### src/rtl/pwm_shadow_pkg.sv
package pwm_shadow_pkg;
  localparam int unsigned ADDR_W = 2;

  typedef enum logic [ADDR_W-1:0] {
    REG_PRESCALE = 2'd0,
    REG_DUTY     = 2'd1,
    REG_PERIOD   = 2'd2
  } reg_sel_e;
endpackage

### src/rtl/pwm_prescaler.sv
module pwm_prescaler #(
  parameter int unsigned PRE_W = 2
) (
  input  logic             clk,
  input  logic             rst_n,
  input  logic             tick,
  input  logic [PRE_W-1:0] sel,
  input  logic             restart,
  output logic             step
);
  localparam int CW = (1 << PRE_W) - 1;

  logic [CW-1:0] cnt_q, cnt_d, term;

  always_comb begin
    term = CW'((32'd1 << sel) - 32'd1);
    step = tick && (cnt_q == term);
    cnt_d = cnt_q;
    if (restart) begin
      cnt_d = '0;
    end else if (tick) begin
      cnt_d = step ? '0 : cnt_q + CW'(1);
    end
  end

  always_ff @(posedge clk or negedge rst_n) begin
    if (!rst_n) begin
      cnt_q <= '0;
    end else begin
      cnt_q <= cnt_d;
    end
  end
endmodule

### src/rtl/pwm_shadow_regs.sv
module pwm_shadow_regs
  import pwm_shadow_pkg::*;
#(
  parameter int unsigned CNT_W = 8,
  parameter int unsigned PRE_W = 2
) (
  input  logic              clk,
  input  logic              rst_n,
  input  logic              wr_en,
  input  logic [ADDR_W-1:0] wr_addr,
  input  logic [CNT_W-1:0]  wr_data,
  input  logic              commit,
  output logic [PRE_W-1:0]  act_pre,
  output logic [CNT_W-1:0]  act_duty,
  output logic [CNT_W-1:0]  act_per,
  output logic              pending
);
  logic [PRE_W-1:0] shd_pre_q, shd_pre_d, act_pre_d;
  logic [CNT_W-1:0] shd_duty_q, shd_duty_d, act_duty_d;
  logic [CNT_W-1:0] shd_per_q, shd_per_d, act_per_d;
  logic             pend_d, per_wr;

  always_comb begin
    shd_pre_d  = shd_pre_q;
    shd_duty_d = shd_duty_q;
    shd_per_d  = shd_per_q;
    per_wr     = 1'b0;
    if (wr_en) begin
      case (wr_addr)
        REG_PRESCALE: shd_pre_d  = wr_data[PRE_W-1:0];
        REG_DUTY:     shd_duty_d = wr_data;
        REG_PERIOD: begin
          shd_per_d = wr_data;
          per_wr    = 1'b1;
        end
        default: ;
      endcase
    end
    // transfer takes the staged values held before this cycle's write
    act_pre_d  = commit ? shd_pre_q  : act_pre;
    act_duty_d = commit ? shd_duty_q : act_duty;
    act_per_d  = commit ? shd_per_q  : act_per;
    pend_d     = per_wr || (pending && !commit);
  end

  always_ff @(posedge clk or negedge rst_n) begin
    if (!rst_n) begin
      shd_pre_q  <= '0;
      shd_duty_q <= '0;
      shd_per_q  <= '0;
      act_pre    <= '0;
      act_duty   <= '0;
      act_per    <= '0;
      pending    <= 1'b0;
    end else begin
      shd_pre_q  <= shd_pre_d;
      shd_duty_q <= shd_duty_d;
      shd_per_q  <= shd_per_d;
      act_pre    <= act_pre_d;
      act_duty   <= act_duty_d;
      act_per    <= act_per_d;
      pending    <= pend_d;
    end
  end
endmodule

### src/rtl/pwm_period_core.sv
module pwm_period_core #(
  parameter int unsigned CNT_W = 8
) (
  input  logic             clk,
  input  logic             rst_n,
  input  logic             step,
  input  logic             pending,
  input  logic [CNT_W-1:0] act_duty,
  input  logic [CNT_W-1:0] act_per,
  output logic             commit,
  output logic             pwm_out
);
  logic [CNT_W-1:0] cnt_q, cnt_d;
  logic             running, last, boundary, out_d;

  always_comb begin
    running  = (act_per != '0);
    last     = (cnt_q == act_per - CNT_W'(1));
    boundary = running && step && last;
    commit   = pending && (boundary || !running);
    cnt_d    = cnt_q;
    if (commit || !running) begin
      cnt_d = '0;
    end else if (step) begin
      cnt_d = last ? '0 : cnt_q + CNT_W'(1);
    end
    out_d = running && (cnt_q < act_duty);
  end

  always_ff @(posedge clk or negedge rst_n) begin
    if (!rst_n) begin
      cnt_q   <= '0;
      pwm_out <= 1'b0;
    end else begin
      cnt_q   <= cnt_d;
      pwm_out <= out_d;
    end
  end
endmodule

### src/rtl/pwm_shadow.sv
module pwm_shadow
  import pwm_shadow_pkg::*;
#(
  parameter int unsigned CNT_W = 8,
  parameter int unsigned PRE_W = 2
) (
  input  logic              clk,
  input  logic              rst_n,
  input  logic              tick_1us,
  input  logic              wr_en,
  input  logic [ADDR_W-1:0] wr_addr,
  input  logic [CNT_W-1:0]  wr_data,
  output logic              pwm_out
);
  localparam int unsigned RST_STAGES = 2;

  logic [RST_STAGES-1:0] rst_sync_q;
  logic                  rst_int_n;
  logic [PRE_W-1:0]      act_pre;
  logic [CNT_W-1:0]      act_duty, act_per;
  logic                  pending, commit, step;

  always_ff @(posedge clk or negedge rst_n) begin
    if (!rst_n) begin
      rst_sync_q <= '0;
    end else begin
      rst_sync_q <= {rst_sync_q[RST_STAGES-2:0], 1'b1};
    end
  end
  assign rst_int_n = rst_sync_q[RST_STAGES-1];

  pwm_shadow_regs #(.CNT_W(CNT_W), .PRE_W(PRE_W)) u_regs (
    .clk      (clk),
    .rst_n    (rst_int_n),
    .wr_en    (wr_en),
    .wr_addr  (wr_addr),
    .wr_data  (wr_data),
    .commit   (commit),
    .act_pre  (act_pre),
    .act_duty (act_duty),
    .act_per  (act_per),
    .pending  (pending)
  );

  pwm_prescaler #(.PRE_W(PRE_W)) u_pre (
    .clk     (clk),
    .rst_n   (rst_int_n),
    .tick    (tick_1us),
    .sel     (act_pre),
    .restart (commit),
    .step    (step)
  );

  pwm_period_core #(.CNT_W(CNT_W)) u_core (
    .clk      (clk),
    .rst_n    (rst_int_n),
    .step     (step),
    .pending  (pending),
    .act_duty (act_duty),
    .act_per  (act_per),
    .commit   (commit),
    .pwm_out  (pwm_out)
  );
endmodule

### config.mk
export PLATFORM = sky130hd
export DESIGN_NAME = pwm_shadow
export DESIGN_NICKNAME = d
export VERILOG_FILES = /design/src/rtl/pwm_shadow_pkg.sv /design/src/rtl/pwm_prescaler.sv /design/src/rtl/pwm_shadow_regs.sv /design/src/rtl/pwm_period_core.sv /design/src/rtl/pwm_shadow.sv
export SDC_FILE = /design/constraint.sdc
export NUM_CORES = 1
export LEC_CHECK = 0
export BUFFER_PORTS_ARGS = -buffer_cell sky130_fd_sc_hd__clkbuf_2
export CAP_MARGIN = 15
export CORE_ASPECT_RATIO = 1.25
export CORE_MARGIN = 2
export CORE_UTILIZATION = 50
export CTS_CLUSTER_DIAMETER = 80
export DETAILED_ROUTE_END_ITERATION = 7
export PLACE_DENSITY = 0.7
export SYNTH_ARGS = -nofsm -noshare
export SYNTH_HDL_FRONTEND = slang
export SYNTH_SLANG_ARGS = --single-unit
export TNS_END_PERCENT = 5
### constraint.sdc
create_clock -name clk -period 2.2 [get_ports clk]
set_input_delay 0.44 -clock clk [delete_from_list [all_inputs] [get_ports clk]]
set_output_delay 0.44 -clock clk [all_outputs]
set_load 0.05 [all_outputs]
==> flow_results.xml <==
<?xml version="1.0" encoding="UTF-8"?>
<metrics>
  <group name="outcome">
    <metric name="run_status" unit="">finished, violations left</metric>
    <metric name="failing_checks" unit="">negative setup slack</metric>
  </group>
  <group name="cells_and_area">
    <metric name="postLayoutCoreUtil" unit="">0.613</metric>
    <metric name="share_of_final_layout_standard_cells_stronger_than_drive_strength_1" unit="">0.363</metric>
    <metric name="finalNonFillerCells" unit="">318</metric>
    <metric name="layout.cell_area.non_filler" unit="um2">3070</metric>
    <metric name="multiInputGateArea" unit="um2">1270</metric>
    <metric name="final_nets" unit="">280</metric>
    <metric name="num_antenna_cells" unit="">0</metric>
    <metric name="area_delta_synth_final" unit="%">20.1</metric>
    <metric name="register_area" unit="um2">1280</metric>
    <metric name="fill_cells" unit="">398</metric>
  </group>
  <group name="synthesis">
    <metric name="syn_nets" unit="">236</metric>
    <metric name="synth_seq_cells" unit="">51</metric>
    <metric name="synth_top_flop_cell" unit="">sky130_fd_sc_hd__dfrtp_1</metric>
    <metric name="leading_cell_types_by_total_area_after_synthesis" unit="">sky130_fd_sc_hd__dfrtp_1 50%, sky130_fd_sc_hd__mux2_2 7.9%, sky130_fd_sc_hd__mux2_4 5.9%</metric>
    <metric name="post-synth-top-area-cell" unit="">sky130_fd_sc_hd__dfrtp_1</metric>
    <metric name="yosys.area.top_type_share" unit="">0.500</metric>
    <metric name="yosys_warnings" unit="">0</metric>
    <metric name="avgSynthCellArea" unit="um2">12.1</metric>
    <metric name="number_of_synthesized_flops_with_an_enable_pin" unit="">0</metric>
    <metric name="synth-seq-area-share" unit="">0.500</metric>
    <metric name="syn_area" unit="um2">2550</metric>
    <metric name="asyncSetResetFlopFracSynth" unit="">1.00</metric>
    <metric name="syn_inst" unit="">212</metric>
    <metric name="post_synth_num_cell_types" unit="">44</metric>
  </group>
  <group name="power">
    <metric name="leakage" unit="nW">1.42</metric>
    <metric name="ir_drop" unit="V">0.000663</metric>
    <metric name="power-per-cell-area" unit="nW/um2">1170</metric>
    <metric name="post-layout-total-power" unit="mW">3.58</metric>
  </group>
  <group name="clock_network">
    <metric name="clkSlewWorstSetupHoldPaths" unit="ps">90</metric>
    <metric name="clock-root-buffer" unit="">sky130_fd_sc_hd__clkbuf_8</metric>
    <metric name="ctsLongestPathBuffers" unit="">2</metric>
    <metric name="cts_tree" unit="">built</metric>
    <metric name="clock_latency" unit="ps">300</metric>
    <metric name="tritoncts.num_buffers" unit="">5</metric>
    <metric name="deepest_level_of_the_cts_h_tree" unit="">2</metric>
    <metric name="cts_sinks" unit="">51</metric>
  </group>
  <group name="global_routing">
    <metric name="number_of_antenna_violations_at_the_first_check_in_global_routing" unit="">0</metric>
    <metric name="grt.total_usage" unit="">0.210</metric>
    <metric name="grt_first_pass_wirelength" unit="um">8910</metric>
    <metric name="first_global_vias" unit="">1836</metric>
    <metric name="grt-ovfl-total" unit="">0</metric>
    <metric name="largest_net_degree_at_the_start_of_global_routing" unit="">32</metric>
  </group>
  <group name="floorplanning">
    <metric name="die_w" unit="um">67.9</metric>
    <metric name="start_util" unit="">0.510</metric>
    <metric name="io-pin-count" unit="">15</metric>
    <metric name="fp.coreArea" unit="um2">5010</metric>
    <metric name="die_height" unit="um">83.9</metric>
    <metric name="die_area" unit="um2">5700</metric>
    <metric name="cell_rows" unit="">29</metric>
  </group>
  <group name="timing">
    <metric name="final-hold-violation-count" unit="">0</metric>
    <metric name="grt_setup_unrepaired" unit="">true</metric>
    <metric name="timing.final.crit_share" unit="">1.07</metric>
    <metric name="max_slew_violation_count" unit="">0</metric>
    <metric name="layout_setup_ws" unit="ps">-146</metric>
    <metric name="finalSetupTns" unit="ps">-2360</metric>
    <metric name="timing_worst_slew_pin_value" unit="ps">505</metric>
    <metric name="timing.slew.headroom" unit="">0.662</metric>
    <metric name="post_route_skew" unit="ps">7.60</metric>
    <metric name="holdWs" unit="ps">223</metric>
    <metric name="count_of_final_setup_violators" unit="">23</metric>
    <metric name="timing.final.crit_period" unit="ps">2350</metric>
    <metric name="fmaxAchievable" unit="GHz">0.426</metric>
  </group>
  <group name="flow_run">
    <metric name="maxCapViolations" unit="">0</metric>
  </group>
  <group name="drt">
    <metric name="drt-initial-drc-count" unit="">83</metric>
    <metric name="post-route-drc-count" unit="">0</metric>
    <metric name="first_drt_pass_iteration_count" unit="">4</metric>
    <metric name="drt-vias-per-instance" unit="">5.44</metric>
    <metric name="wirelength" unit="um">4930</metric>
    <metric name="route.vias.total" unit="">1729</metric>
    <metric name="final_antenna_net_count" unit="">0</metric>
    <metric name="route.detailed.wl_per_inst" unit="um">15.5</metric>
  </group>
  <group name="worst_setup_path">
    <metric name="timing.setup.critical_path_class" unit="">flop to flop</metric>
    <metric name="required_time_of_the_critical_path" unit="ps">2390</metric>
    <metric name="cp-start-kind" unit="">flop</metric>
    <metric name="crit_path_end_kind" unit="">flop</metric>
    <metric name="worstRegToRegCells" unit="">9</metric>
    <metric name="worst_ep_arrival_time" unit="ps">2530</metric>
    <metric name="crit_path_max_fanout" unit="">12</metric>
  </group>
  <group name="min_path">
    <metric name="hold_path_class" unit="">flop to async pin</metric>
  </group>
  <group name="place">
    <metric name="gp_congestion" unit="">0.827</metric>
    <metric name="portBuffers" unit="">14</metric>
    <metric name="post-place-ws" unit="ps">-225</metric>
    <metric name="place_hpwl" unit="um">3650</metric>
    <metric name="dp.cells" unit="">308</metric>
    <metric name="postPlaceCellArea" unit="um2">2900</metric>
  </group>
</metrics>
-- logic make-up (layout without fill, tap and decap cells) --
kind of cell             after synthesis  after routing  synth area share
AND/OR/NAND/NOR                       50             50             0.107
XOR/XNOR                              18             18            0.0617
flip-flops                            51             51             0.500
adder cells (fa/ha/maj)               10             10            0.0490
multiplexers                          30             30             0.147
AO/OA/AOI/OAI                         34             34             0.105
buffers and inverters                 18             62            0.0299
other                                  1              1           0.00147
-- flip-flops by register name, summed over array words and instances (netlist names) --
name and count:
rst_sync_q 2, u_core.cnt_q 8, u_core.pwm_out 1, u_pre.cnt_q 3
u_regs.act_duty 8, u_regs.act_per 8, u_regs.act_pre 2, u_regs.pending 1
u_regs.shd_duty_q 8, u_regs.shd_per_q 8, u_regs.shd_pre_q 2
-- report_power, final --
part	switching (mW)	internal (mW)	total, mW
Sequential	0.307	1.23	1.54
Combinational	0.664	0.885	1.55
Clock	0.277	0.219	0.497
-- layout make-up --
cell class	count	area share
sequential	51	0.417
multi-input combinational	143	0.413
timing repair buffer	43	0.105
clock buffer	7	0.0249
inverter	12	0.0147
tap	62	0.0253
-- worst paths after layout --
path	to	start	slack [ps]
max reg2reg	u_regs.act_duty[1]	u_regs.act_per[1]	-150
min reg2reg	u_regs.shd_pre_q[1]	rst_sync_q[1]	220
max	u_regs.act_duty[1]	u_regs.act_per[1]	-150
min	u_regs.shd_pre_q[1]	rst_sync_q[1]	220
max in group asynchronous	u_regs.act_per[3]	rst_sync_q[1]	1450
min in group clk	rst_sync_q[1]	rst_sync_q[0]	370
-- worst max-delay path, stage by stage (launching register included) --
cell	delay, ps
sky130_fd_sc_hd__dfrtp_1	430
sky130_fd_sc_hd__inv_1	80
sky130_fd_sc_hd__ha_1	150
sky130_fd_sc_hd__nor3b_4	350
sky130_fd_sc_hd__nand4_1	130
sky130_fd_sc_hd__and3b_1	190
sky130_fd_sc_hd__a21oi_2	190
sky130_fd_sc_hd__o31a_1	200
sky130_fd_sc_hd__buf_12	170
sky130_fd_sc_hd__mux2_1	330
-- cell usage after synthesis, drive strengths merged (2+ instances only) --
| cell | count |
|---|---|
| and3 | 3 |
| xor2 | 7 |
| nor3 | 3 |
| a31oi | 2 |
| buf | 2 |
| o21ai | 6 |
| xnor2 | 11 |
| ha | 10 |
| nand2 | 8 |
| a2111oi | 2 |
| dfrtp | 51 |
| nor3b | 2 |
| nand3b | 2 |
| nor4 | 2 |
| clkbuf | 4 |
| a21oi | 7 |
| nand3 | 6 |
| nand4 | 5 |
| inv | 12 |
| nor2 | 10 |
| a21o | 2 |
| a32o | 6 |
| or3 | 4 |
| nand2b | 2 |
| mux2 | 30 |
-- metal layers --
metal,share of wire,vias to the layer above,track usage
met1,0.47,856,0.298
met2,0.49,17,0.321
met4,0.012,0,0.0745
met3,0.027,4,0.0378
met5,0,-,0
li1,-,852,-
-- placed cells by master (no fill, tap or decap), types with 3 or more instances in the layout --
master                     count
sky130_fd_sc_hd__o21ai_0       4
sky130_fd_sc_hd__nand2_1       7
sky130_fd_sc_hd__nand4_1       5
sky130_fd_sc_hd__clkbuf_2     14
sky130_fd_sc_hd__mux2_2       18
sky130_fd_sc_hd__xor2_1        6
sky130_fd_sc_hd__mux2_4       11
sky130_fd_sc_hd__inv_1        12
sky130_fd_sc_hd__nand3_1       6
sky130_fd_sc_hd__clkbuf_8      5
sky130_fd_sc_hd__dfrtp_2       3
sky130_fd_sc_hd__and3_1        3
sky130_fd_sc_hd__a21oi_1       6
sky130_fd_sc_hd__xnor2_1      11
sky130_fd_sc_hd__ha_1         10
sky130_fd_sc_hd__a32o_1        6
sky130_fd_sc_hd__dfrtp_1      48
sky130_fd_sc_hd__buf_4        24
sky130_fd_sc_hd__nor2_1        9
sky130_fd_sc_hd__or3_1         3
-- repair_timing --
item	CTS	global route
gates resized for setup	7	9
buffers inserted	2	0
hold buffers	1	0
setup endpoints to repair	25	25
pin swaps	1	1
endpoints found under the hold margin	2	0
Power figures use the tool's default switching activity.
